## src/rtl/pcs_pkg.sv

```systemverilog
package pcs_pkg;
    localparam int CW_W    = 32;
    localparam int PAY_W   = 20;
    localparam int HI_W    = 18;
    localparam int FRAME_W = 3;
    localparam int ADDR_W  = HI_W + FRAME_W;
    localparam logic [CW_W-1:0] IDLE_CW = 32'h7A89C197;

    typedef enum logic [1:0] {
        CT_NUMERIC = 2'b00,
        CT_ALERT_A = 2'b01,
        CT_ALERT_B = 2'b10,
        CT_ALPHA   = 2'b11
    } call_type_e;

    typedef enum logic [1:0] {
        K_ADDR = 2'd0,
        K_MSG  = 2'd1,
        K_IDLE = 2'd2
    } cw_kind_e;

    typedef struct packed {
        cw_kind_e               kind;
        logic                   err;
        logic                   hit;
        call_type_e             ctype;
        logic [PAY_W-1:0]       payload;
    } cw_info_t;

    typedef enum logic {
        S_IDLE = 1'b0,
        S_CALL = 1'b1
    } seq_state_e;

    function automatic logic is_alert(input call_type_e t);
        return t[1] ^ t[0];
    endfunction

    function automatic cw_kind_e classify(input logic [CW_W-1:0] cw);
        if (cw == IDLE_CW)      return K_IDLE;
        else if (cw[CW_W-1])    return K_MSG;
        else                    return K_ADDR;
    endfunction
endpackage

```

## src/rtl/pcs_cw_class.sv

```systemverilog
module pcs_cw_class
    import pcs_pkg::*;
#(
    parameter int FW = FRAME_W
) (
    input  logic [CW_W-1:0]    cw,
    input  logic               uncorr,
    input  logic [FW-1:0]      frame_pos,
    input  logic [HI_W+FW-1:0] own_addr,
    output cw_info_t           info
);
    localparam int HI_LSB  = CW_W - 1 - HI_W;
    localparam int PAY_LSB = CW_W - 1 - PAY_W;

    logic [HI_W+FW-1:0] full_addr;

    always_comb begin
        full_addr    = {cw[CW_W-2:HI_LSB], frame_pos};
        info.kind    = classify(cw);
        info.err     = uncorr;
        info.hit     = (full_addr == own_addr);
        info.ctype   = call_type_e'(cw[HI_LSB-1:HI_LSB-2]);
        info.payload = cw[CW_W-2:PAY_LSB];
    end
endmodule

```

## src/rtl/pcs_err_policy.sv

```systemverilog
module pcs_err_policy (
    input  logic pol_a,
    input  logic pol_b,
    input  logic prev_err,
    input  logic first_after_addr,
    output logic end_call
);
    always_comb begin
        unique case ({pol_a, pol_b})
            2'b10:   end_call = 1'b1;
            2'b11:   end_call = prev_err;
            default: end_call = prev_err | first_after_addr;
        endcase
    end
endmodule

```

## src/rtl/pcs_call_seq.sv

```systemverilog
module pcs_call_seq
    import pcs_pkg::*;
#(
    parameter int FW = FRAME_W
) (
    input  logic                 clk,
    input  logic                 rst,
    input  logic                 cw_valid,
    input  logic [CW_W-1:0]      cw_data,
    input  logic                 cw_uncorr,
    input  logic [FW-1:0]        frame_pos,
    input  logic [HI_W+FW-1:0]   own_addr,
    input  logic                 pol_a,
    input  logic                 pol_b,
    output logic                 msg_valid,
    output logic [PAY_W-1:0]     msg_data,
    output logic [1:0]           msg_type,
    output logic                 call_start,
    output logic                 call_done,
    output logic                 call_open,
    output logic [1:0]           call_type
);
    cw_info_t   info;
    logic       end_by_err;

    seq_state_e st_q, st_d;
    call_type_e type_q, type_d;
    logic       seen_q, seen_d;
    logic       prev_q, prev_d;
    logic       first_q, first_d;
    logic       mv_d, cs_d, cd_d;
    logic [PAY_W-1:0] md_d;
    logic       open_req;

    pcs_cw_class #(.FW(FW)) u_class (
        .cw        (cw_data),
        .uncorr    (cw_uncorr),
        .frame_pos (frame_pos),
        .own_addr  (own_addr),
        .info      (info)
    );

    pcs_err_policy u_pol (
        .pol_a            (pol_a),
        .pol_b            (pol_b),
        .prev_err         (prev_q),
        .first_after_addr (first_q),
        .end_call         (end_by_err)
    );

    assign open_req = !info.err && (info.kind == K_ADDR) && info.hit;

    always_comb begin
        st_d    = st_q;
        type_d  = type_q;
        seen_d  = seen_q;
        prev_d  = prev_q;
        first_d = first_q;
        mv_d    = 1'b0;
        cs_d    = 1'b0;
        cd_d    = 1'b0;
        md_d    = '0;
        if (cw_valid) begin
            if (st_q == S_CALL) begin
                if (info.err) begin
                    if (end_by_err) begin
                        cd_d = 1'b1;
                        st_d = S_IDLE;
                    end else begin
                        prev_d  = 1'b1;
                        first_d = 1'b0;
                    end
                end else if (info.kind == K_MSG) begin
                    mv_d    = 1'b1;
                    md_d    = info.payload;
                    seen_d  = 1'b1;
                    prev_d  = 1'b0;
                    first_d = 1'b0;
                end else if (seen_q) begin
                    cd_d = 1'b1;
                    st_d = S_IDLE;
                end else begin
                    prev_d  = 1'b0;
                    first_d = 1'b0;
                end
            end
            if ((st_q == S_IDLE || (cd_d && !info.err)) && open_req) begin
                cs_d   = 1'b1;
                type_d = info.ctype;
                if (is_alert(info.ctype)) begin
                    cd_d = 1'b1;
                    st_d = S_IDLE;
                end else begin
                    st_d    = S_CALL;
                    seen_d  = 1'b0;
                    prev_d  = 1'b0;
                    first_d = 1'b1;
                end
            end
        end
    end

    always_ff @(posedge clk) begin
        if (rst) begin
            st_q       <= S_IDLE;
            type_q     <= CT_NUMERIC;
            seen_q     <= 1'b0;
            prev_q     <= 1'b0;
            first_q    <= 1'b0;
            msg_valid  <= 1'b0;
            msg_data   <= '0;
            call_start <= 1'b0;
            call_done  <= 1'b0;
        end else begin
            st_q       <= st_d;
            type_q     <= type_d;
            seen_q     <= seen_d;
            prev_q     <= prev_d;
            first_q    <= first_d;
            msg_valid  <= mv_d;
            msg_data   <= md_d;
            call_start <= cs_d;
            call_done  <= cd_d;
        end
    end

    assign call_open = (st_q == S_CALL);
    assign call_type = type_q;
    assign msg_type  = type_q;
endmodule

```

## config.mk

```make
export PLATFORM = sky130hd
export DESIGN_NAME = pcs_call_seq
export DESIGN_NICKNAME = d
export VERILOG_FILES = /design/src/rtl/pcs_pkg.sv /design/src/rtl/pcs_cw_class.sv /design/src/rtl/pcs_err_policy.sv /design/src/rtl/pcs_call_seq.sv
export SDC_FILE = /design/constraint.sdc
export NUM_CORES = 1
export LEC_CHECK = 0
export BUFFER_PORTS_ARGS = -buffer_cell sky130_fd_sc_hd__buf_4
export CAP_MARGIN = 20
export CORE_MARGIN = 5
export CORE_UTILIZATION = 39
export DETAILED_ROUTE_END_ITERATION = 10
export PLACE_DENSITY = 0.76
export SYNTH_ARGS = -nofsm -noshare
export SYNTH_HDL_FRONTEND = slang
export SYNTH_HIERARCHICAL = 1
export SYNTH_SLANG_ARGS = --single-unit
```

## constraint.sdc

```tcl
create_clock -name clk -period 2.4 [get_ports clk]
set_clock_uncertainty 0.2 [all_clocks]
set_input_delay 0.48 -clock clk [delete_from_list [all_inputs] [get_ports clk]]
set_output_delay 0.48 -clock clk [all_outputs]
set_load 0.02 [all_outputs]
```

==> impl_metrics.env, run 1 <==
export IMPL_outcome="completed"
export IMPL_holdWs_ns=0.232
export IMPL_areaGrowthSynthToFinish_pct=52.2
export IMPL_grt_overflow=0
export IMPL_rows=22
export IMPL_die_w_um=71.9
export IMPL_powerDensity_nw_per_um2=475
export IMPL_synth_area_leader_cell="dfxtp_1"
export IMPL_drive_above_1_share_pct=50.8
export IMPL_coreArea_um2=3690
export IMPL_synth_top_area_share_pct=38.8
export IMPL_post_route_util_pct=61.7
export IMPL_cts_root_buffer="clkbuf_8"
export IMPL_grt_max_degree=22
export IMPL_drt_wirelength_per_cell_um=13.8
export IMPL_io_pins=90
export IMPL_hold_path_class="primary input to flip-flop"
export IMPL_wl_um=3940
export IMPL_setup_tns_ns=0
export IMPL_hold_viol_final=0
export IMPL_critical_path_class="primary input to flip-flop"
export IMPL_syn_inst=154
export IMPL_ir_drop_uv=273
export IMPL_rsz0062_at_grt="false"
export IMPL_yosys_top_cells_count="29 x dfxtp_1, 25 x buf_4, 20 x and2_1, 17 x xor2_1"
export IMPL_path_cells="buf_4 > nor4b_1 > buf_4 > nand4_1 > nor4_4 > nand2b_2 > a21boi_2 > nor4_4 > buf_4 > mux2i_1"
export IMPL_cp_required_ns=2.40
export IMPL_seq_area_um2=581
export IMPL_worst_path_most_repeated_cell="buf_4"
export IMPL_ys_types=36
export IMPL_fin_nets=299
export IMPL_slowest_stage="nor4b_1"
export IMPL_startpoint_type="primary input"
export IMPL_die_height_um=71.9
export IMPL_cts_max_level=2
export IMPL_io_buffers=89
export IMPL_max_freq_mhz=444
export IMPL_diodes=0
export IMPL_seq_power_share_pct=44.5
export IMPL_cts_buffers=5
export IMPL_critPathMaxStageDelay_ns=0.30
export IMPL_drtIter0Drc=29
export IMPL_setup_viol=0
export IMPL_numClockSinks=29
export IMPL_tightest_slew_ns=0.342
export IMPL_min_period_ns=2.25
export IMPL_ys_flop_type="dfxtp_1"
export IMPL_yosysSeqAreaShare_pct=38.8
export IMPL_antenna_found_initial=0
export IMPL_synth_edff_count=0
export IMPL_synth_seq_cells=29
export IMPL_num_fill_cells=334
export IMPL_syn_avg_cell_area_um2=9.72
export IMPL_p_int_w=0.000844
export IMPL_vias=1301
export IMPL_power_frac_clock_pct=40.2
export IMPL_place_ws_ns=-0.270
export IMPL_comb_power_share_pct=15.3
export IMPL_routabilityCongestion=0.875
export IMPL_setup_slack_ns=0.146
export IMPL_layout_worst_path_cycle_share_pct=93.9
export IMPL_start_util_pct=40.6
export IMPL_crit_arrival_ns=2.25
export IMPL_clkTransAtPathRegs_ns=0.06
export IMPL_relSlewSlack_pct=76.9
export IMPL_clock_latency_ns=0.27
export IMPL_clock_path_buffers=2
export IMPL_dp_hpwl_um=3230
export IMPL_routed_via_density=4.55
export IMPL_ant_nets=0
export IMPL_p_leak_nw=1.09
export IMPL_grt_pass1_wl_um=5960
export IMPL_synth_most_common_cell="dfxtp_1"
export IMPL_synthesis_area_um2=1500
export IMPL_final_max_slew_viol_count=0
export IMPL_cts_hold_buffers=0
export IMPL_swShare_pct=21.9
export IMPL_max_cap_violations=0
export IMPL_cp_end_kind="flip-flop"
export IMPL_first_pass_iters=3
export IMPL_crit_fanout=5
export IMPL_multi_input_area_um2=736
export IMPL_switchingPower_w=0.000237
export IMPL_cts_tree="yes"
export IMPL_async_flop_share_pct=0
export IMPL_grtUsageTotal_pct=14.8
export IMPL_drc=0
export IMPL_die_area_um2=5180
export IMPL_synth_nets=216
export IMPL_grt_pass1_vias=1294
export IMPL_synth_warnings=6
export IMPL_ys_top_cells_by_area="dfxtp_1 39%, buf_4 13%, xor2_1 9.9%"
==> cell usage in the layout (no fill, tap or decap), drive strengths merged <==
master,netlist,routed
buf,26,105
dfxtp,29,29
and2,20,20
xor2,17,17
clkbuf,3,7
nor4,7,7
nand4,5,5
xnor2,5,5
nand2b,5,5
a21o,4,4
nor2,3,3
inv,3,3
mux2i,2,2
nor2b,2,2
nand2,2,2
nor3,2,2
nand4bb,2,2
a21oi,2,2
and4b,2,2
nor4bb,2,2
a21boi,1,1
nand3b,1,1
a22oi,1,1
o21ai,1,1
a221oi,1,1
o21bai,1,1
a31o,1,1
clkinv,0,1
nor4b,1,1
nand4b,1,1
and2b,1,1
or2,1,1
==> per-layer routing <==
metal  global-route usage [%]  vias up  part of all wire [%]
met5                        0        -                     0
met4                     5.64        0                  0.56
met3                     4.29        2                   8.8
met2                     25.5       53                    50
met1                     17.4      585                    41
li1                         -      661                     -
==> per-stage QoR <==
stage	power [W]	cells	cell area, µm²
detailed placement	0.000653	278	2150
finish	0.00108	286	2280
global placement	0.000651	278	2150
CTS	0.00109	286	2250
floorplan	0.000565	154	1500
global route	0.00113	286	2280
==> power groups by stage <==
stage / Combinational (W) / Clock [W] / Sequential (W)
after global placement: 0.000159 / 0 / 0.000492
after global routing: 0.000179 / 0.000474 / 0.000481
final: 0.000165 / 0.000434 / 0.000481
after floorplan: 0.0000729 / 0 / 0.000492
after detailed placement: 0.000161 / 0 / 0.000492
after CTS: 0.000162 / 0.000448 / 0.000481
==> sequential cells by signal (all words and copies together) (netlist names) <==
register,flops
call_type,2
first_q,1
call_start,1
seen_q,1
call_open,1
msg_valid,1
msg_data,20
call_done,1
prev_q,1
==> kinds of logic after synthesis <==
group / count (synthesis) / synth area share (%)
mux: 2 / 1.34
compound gates: 12 / 5.94
xor+xnor: 22 / 12.9
simple gates: 57 / 26.6
flops: 29 / 38.8
buf+inv: 32 / 14.5
==> critical path: cells and delay by family <==
family	cells	cell delay, ns
AOI/OAI and AO/OA	1	0.07
muxes	1	0.18
buffers and inverters	3	0.44
and+or+nand+nor	5	1.06
==> area by class of cell <==
class / instances / share of cell area (%)
timing repair buffer: 105 / 34.6
multi-input combinational: 93 / 32.3
sequential: 29 / 25.5
clock buffer: 7 / 4.23
tap: 48 / 2.64
inverter: 3 / 0.495
clock inverter: 1 / 0.220
==> final timing paths <==
check                                   from            to  slack, ns  depth (start not counted)
worst max-delay path             cw_data[20]  call_type[1]       0.15                         10
worst min-delay path             cw_data[25]  msg_data[14]       0.23                          2
worst max register to register       first_q       first_q       0.83                          5
worst min register to register  call_type[0]  call_type[0]       0.30                          2
==> timing repair <==
item | in CTS | in global routing
gates resized for setup | 0 | 4
endpoints found under the setup margin | 0 | 27
buffers inserted | 0 | 0
No activity file was read; power rests on OpenSTA's default activity.
==> inputs of run 2 (changes only) <==
CORE_MARGIN = 1   (was 5)
==> impl_metrics.env, run 2 (same netlist as run 1, synthesis figures left out) <==
export IMPL_outcome="completed"
export IMPL_min_period_ns=2.25
export IMPL_ant_nets=0
export IMPL_p_leak_nw=1.07
export IMPL_max_cap_violations=0
export IMPL_fin_nets=298
export IMPL_placed_cell_area_um2=2140
export IMPL_setup_viol=0
export IMPL_dp_hpwl_um=2930
export IMPL_cts_root_buffer="clkbuf_8"
export IMPL_start_util_pct=40.9
export IMPL_ir_drop_uv=265
export IMPL_layout_worst_path_cycle_share_pct=93.7
export IMPL_vias=1269
export IMPL_drtIter0Drc=33
export IMPL_max_freq_mhz=445
export IMPL_clkTransAtPathRegs_ns=0.06
export IMPL_drc=0
export IMPL_crit_arrival_ns=2.25
export IMPL_placed_cells=277
export IMPL_fin_total_pwr_w=0.00108
export IMPL_antenna_found_initial=0
export IMPL_largest_reg_flops=20
export IMPL_crit_fanout=5
export IMPL_design_area_um2=2240
export IMPL_die_w_um=63.9
export IMPL_cts_hold_buffers=0
export IMPL_io_pins=90
export IMPL_startpoint_type="primary input"
export IMPL_clock_latency_ns=0.27
export IMPL_tightest_slew_ns=0.305
export IMPL_wl_um=3520
export IMPL_cts_tree="yes"
export IMPL_rsz0062_at_grt="false"
export IMPL_grt_overflow=0
export IMPL_grt_pass1_wl_um=5640
export IMPL_cp_end_kind="flip-flop"
export IMPL_cp_required_ns=2.41
export IMPL_numClockSinks=29
export IMPL_cts_setup_buffers=0
export IMPL_grtUsageTotal_pct=18.5
export IMPL_coreArea_um2=3660
export IMPL_die_height_um=63.9
export IMPL_rows=22
export IMPL_first_pass_iters=4
export IMPL_layout_common_cells="104 x buf_4, 29 x dfxtp_1, 20 x and2_1"
export IMPL_critical_path_class="primary input to flip-flop"
export IMPL_grt_pass1_vias=1286
export IMPL_clock_path_buffers=2
export IMPL_routabilityCongestion=0.824
export IMPL_grt_max_degree=22
export IMPL_top_register="msg_data"
export IMPL_io_buffers=89
export IMPL_cts_max_level=2
export IMPL_routed_via_density=4.45
export IMPL_areaGrowthSynthToFinish_pct=49.7
export IMPL_cts_resized=0
export IMPL_diodes=0
export IMPL_hold_viol_final=0
export IMPL_relSlewSlack_pct=79.4
export IMPL_final_common_cell="buf_4"
export IMPL_cts_buffers=5
export IMPL_layout_cells_non_filler=285
export IMPL_drive_above_1_share_pct=49.8
export IMPL_powerDensity_nw_per_um2=481
export IMPL_drt_wirelength_per_cell_um=12.4
export IMPL_final_max_slew_viol_count=0
export IMPL_hold_path_class="primary input to flip-flop"
export IMPL_die_area_um2=4090
run 2: cell count changes in the layout (fill, tap and decap cells not counted), sizes merged:
cell	before	now
buf	105	104
run 2: worst paths after layout:
| kind | startpoint | end | slack (ns) | depth (start not counted) |
|---|---|---|---|---|
| setup / recovery | cw_data[20] | call_type[0] | 0.15 | 10 |
| hold / removal | cw_data[23] | msg_data[12] | 0.23 | 2 |
| setup reg to reg | first_q | first_q | 0.83 | 5 |
| hold reg to reg | call_type[1] | call_type[1] | 0.29 | 2 |
run 2: per-layer routing:
metal	vias up	wire length [µm]	global-route usage [%]
met4	0	62	9.38
met1	552	1480	21.1
met3	5	281	4.64
li1	655	-	-
met2	57	1710	31.6
met5	-	0	0
run 2: worst max-delay path, stage by stage:
cell and delay (ns):
buf_4 0.11, nor4b_1 0.31, buf_4 0.16, nand4_1 0.13
nor4_2 0.21, nand2b_2 0.19, a21boi_2 0.08, nor4_4 0.22
buf_4 0.18, mux2i_1 0.18
run 2: layout make-up:
type	instances	area, µm²
Inverter	3	11.3
Clock inverter	1	5.00
Multi-Input combinational cell	93	706
Clock buffer	7	96.3
Timing Repair Buffer	104	781
Sequential cell	29	581
Tap cell	48	60.1
Fill cell	340	1420
run 2: through the flow:
step | worst slack, ns | utilization (%) | setup TNS, ns | hold slack, ns
after floorplan | 0.0106 | - | 0 | 0.281
after global placement | -0.152 | 58.4 | -3.20 | 0.285
after detailed placement | -0.257 | 58.4 | -4.75 | 0.286
after CTS | 0.0116 | 61.2 | 0 | 0.220
after global routing | 0.0190 | 61.2 | 0 | 0.217
final | 0.151 | 61.2 | 0 | 0.225
run 2: power breakdown:
group          internal, W    switching (W)  total (W)  leakage, nW
Sequential        0.000481  0.0000000000100   0.000481        0.233
Clock             0.000259         0.000178   0.000437       0.0542
Combinational     0.000101        0.0000573   0.000158        0.781
==> inputs of run 3 (changes only) <==
ABC_AREA = 1   (was not set)
CORE_UTILIZATION = 41   (was 39)
PLACE_DENSITY = 0.77   (was 0.76)
==> impl_metrics.env, run 3 <==
export IMPL_outcome="completed"
export IMPL_routabilityCongestion=0.902
export IMPL_largest_reg_flops=20
export IMPL_grt_pass1_vias=1474
export IMPL_syn_avg_cell_area_um2=6.86
export IMPL_startpoint_type="primary input"
export IMPL_grt_overflow=0
export IMPL_die_w_um=66.9
export IMPL_regToRegSetupSlack_ns=1.00
export IMPL_wl_um=3590
export IMPL_cts_root_buffer="clkbuf_8"
export IMPL_first_pass_iters=4
export IMPL_synth_area_leader_cell="dfxtp_1"
export IMPL_min_from="rst"
export IMPL_max_freq_mhz=562
export IMPL_crit_arrival_ns=1.80
export IMPL_drt_wirelength_per_cell_um=9.63
export IMPL_cts_buffers=5
export IMPL_vias=1567
export IMPL_powerDensity_nw_per_um2=464
export IMPL_grt_pass1_wl_um=5940
export IMPL_ant_nets=0
export IMPL_synth_nets=314
export IMPL_cts_setup_buffers=0
export IMPL_wl_met3_um=310
export IMPL_drive_above_1_share_pct=40.6
export IMPL_reg2reg_depth=7
export IMPL_final_max_slew_viol_count=0
export IMPL_syn_inst=252
export IMPL_cp_end_kind="flip-flop"
export IMPL_layout_worst_path_cycle_share_pct=74.1
export IMPL_clock_path_buffers=2
export IMPL_setup_viol=0
export IMPL_yosysSeqAreaShare_pct=33.6
export IMPL_routed_top_layer="met4"
export IMPL_yosys_top_cells_count="56 x nand2_1, 46 x inv_1, 29 x dfxtp_1, 29 x nor2_1, 25 x buf_4"
export IMPL_grt_max_degree=13
export IMPL_io_pins=90
export IMPL_setup_tns_ns=0
export IMPL_die_height_um=66.9
export IMPL_fin_nets=384
export IMPL_num_fill_cells=408
export IMPL_tightest_slew_ns=0.284
export IMPL_numClockSinks=29
export IMPL_min_period_ns=1.78
export IMPL_ys_top_cells_by_area="dfxtp_1 34%, nand2_1 12%, buf_4 11%"
export IMPL_cp_required_ns=2.42
export IMPL_coreArea_um2=4030
export IMPL_post_route_util_pct=58.6
export IMPL_grtUsageTotal_pct=18.0
export IMPL_async_flop_share_pct=0
export IMPL_cts_max_level=2
export IMPL_rsz0062_at_grt="false"
export IMPL_clkTransAtPathRegs_ns=0.06
export IMPL_hold_path_class="primary input to flip-flop"
export IMPL_crit_fanout=4
export IMPL_ys_types=20
export IMPL_synth_most_common_cell="nand2_1"
export IMPL_wl_met1_um=1440
export IMPL_antenna_found_initial=0
export IMPL_holdPathStages=2
export IMPL_design_area_um2=2360
export IMPL_max_cap_violations=0
export IMPL_routed_via_density=4.20
export IMPL_cts_hold_buffers=0
export IMPL_rows=23
export IMPL_cp_startpoint="cw_data[31]"
export IMPL_synth_warnings=6
export IMPL_synth_seq_cells=29
export IMPL_synthesis_area_um2=1730
export IMPL_p_leak_nw=1.29
export IMPL_r2r_end="msg_data[13]"
export IMPL_critical_path_class="primary input to flip-flop"
export IMPL_areaGrowthSynthToFinish_pct=36.6
export IMPL_cts_tree="yes"
export IMPL_io_buffers=89
export IMPL_drtIter0Drc=60
export IMPL_die_area_um2=4480
export IMPL_top_register="msg_data"
export IMPL_seq_area_um2=581
export IMPL_dp_hpwl_um=2990
export IMPL_placed_cell_area_um2=2260
export IMPL_r2r_start="call_open"
export IMPL_diodes=0
export IMPL_layout_common_cells="91 x buf_4, 56 x nand2_1, 46 x inv_1"
export IMPL_synth_edff_count=0
export IMPL_clock_latency_ns=0.28
export IMPL_synth_top_area_share_pct=33.6
export IMPL_start_util_pct=42.9
export IMPL_final_common_cell="buf_4"
export IMPL_cts_resized=0
export IMPL_drc=0
export IMPL_multi_input_area_um2=743
export IMPL_holdPathEnd="msg_valid"
export IMPL_ir_drop_uv=192
export IMPL_dr_wl_met2_um=1760
export IMPL_hold_viol_final=0
export IMPL_relSlewSlack_pct=80.9
export IMPL_ys_flop_type="dfxtp_1"
## run 3: cell types whose count changed after synthesis, moves of 17 or more
cell	delta
and2_1	-20
xor2_1	-17
nor2_2	+20
nor2_1	+26
nand2_1	+54
inv_1	+43
## run 3: power breakdown
part | internal, W | total (W) | switching [W]
registers | 0.000481 | 0.000481 | 0.0000000000152
clock network | 0.000259 | 0.000441 | 0.000182
logic | 0.0000976 | 0.000173 | 0.0000754
total | 0.000837 | 0.00110 | 0.000258
## run 3: worst max-delay path: stages
cell	delay, ns
buf_4	0.14
nor2_1	0.12
nand3_1	0.08
nor2_1	0.10
nand2_1	0.07
nor2_1	0.10
inv_1	0.08
nand2_1	0.07
nand2_1	0.09
nand2_1	0.15
nand2_1	0.09
inv_1	0.10
nor2_1	0.05
nor2_1	0.09
## run 3: how the worst max path moves through the flow
stage,to,slack [ns],cells past startpoint
finish,call_type[1],0.62,14
global route,call_type[1],0.37,14
CTS,call_done,0.60,14
detailed placement,call_type[1],0.30,14
global placement,call_type[1],0.34,14
floorplan,call_type[0],0.64,11
## run 3: final cells by class
type	instances	area share, %
multi-input cells	144	31.5
flip-flops and latches	29	24.6
clock buffers	7	4.08
inverters	51	8.10
clock inverters	1	0.212
well taps	50	2.65
repair buffers	91	28.9
## run 3: cell families after synthesis
family | Yosys count | synth area share, %
AO/OA/AOI/OAI | 4 | 1.16
AND/OR/NAND/NOR | 128 | 35.7
flip-flops | 29 | 33.6
buffers and inverters | 79 | 23.4
XOR/XNOR | 12 | 6.08
## run 3: stage by stage
| stage | cells | setup WS, ns | total power [W] | hold WS, ns |
|---|---|---|---|---|
| after floorplan | 252 | 0.641 | 0.000588 | 0.249 |
| after global placement | 365 | 0.336 | 0.000662 | 0.269 |
| after detailed placement | 365 | 0.301 | 0.000666 | 0.285 |
| after CTS | 373 | 0.600 | 0.00111 | 0.209 |
| after global routing | 373 | 0.366 | 0.00115 | 0.221 |
| final | 373 | 0.621 | 0.00110 | 0.220 |
## run 3: routing by layer
| layer | up-vias | global-route usage, % |
|---|---|---|
| met4 | 0 | 11.4 |
| li1 | 846 | - |
| met1 | 645 | 19.6 |
| met5 | - | 0 |
| met3 | 7 | 5.14 |
| met2 | 69 | 30.4 |
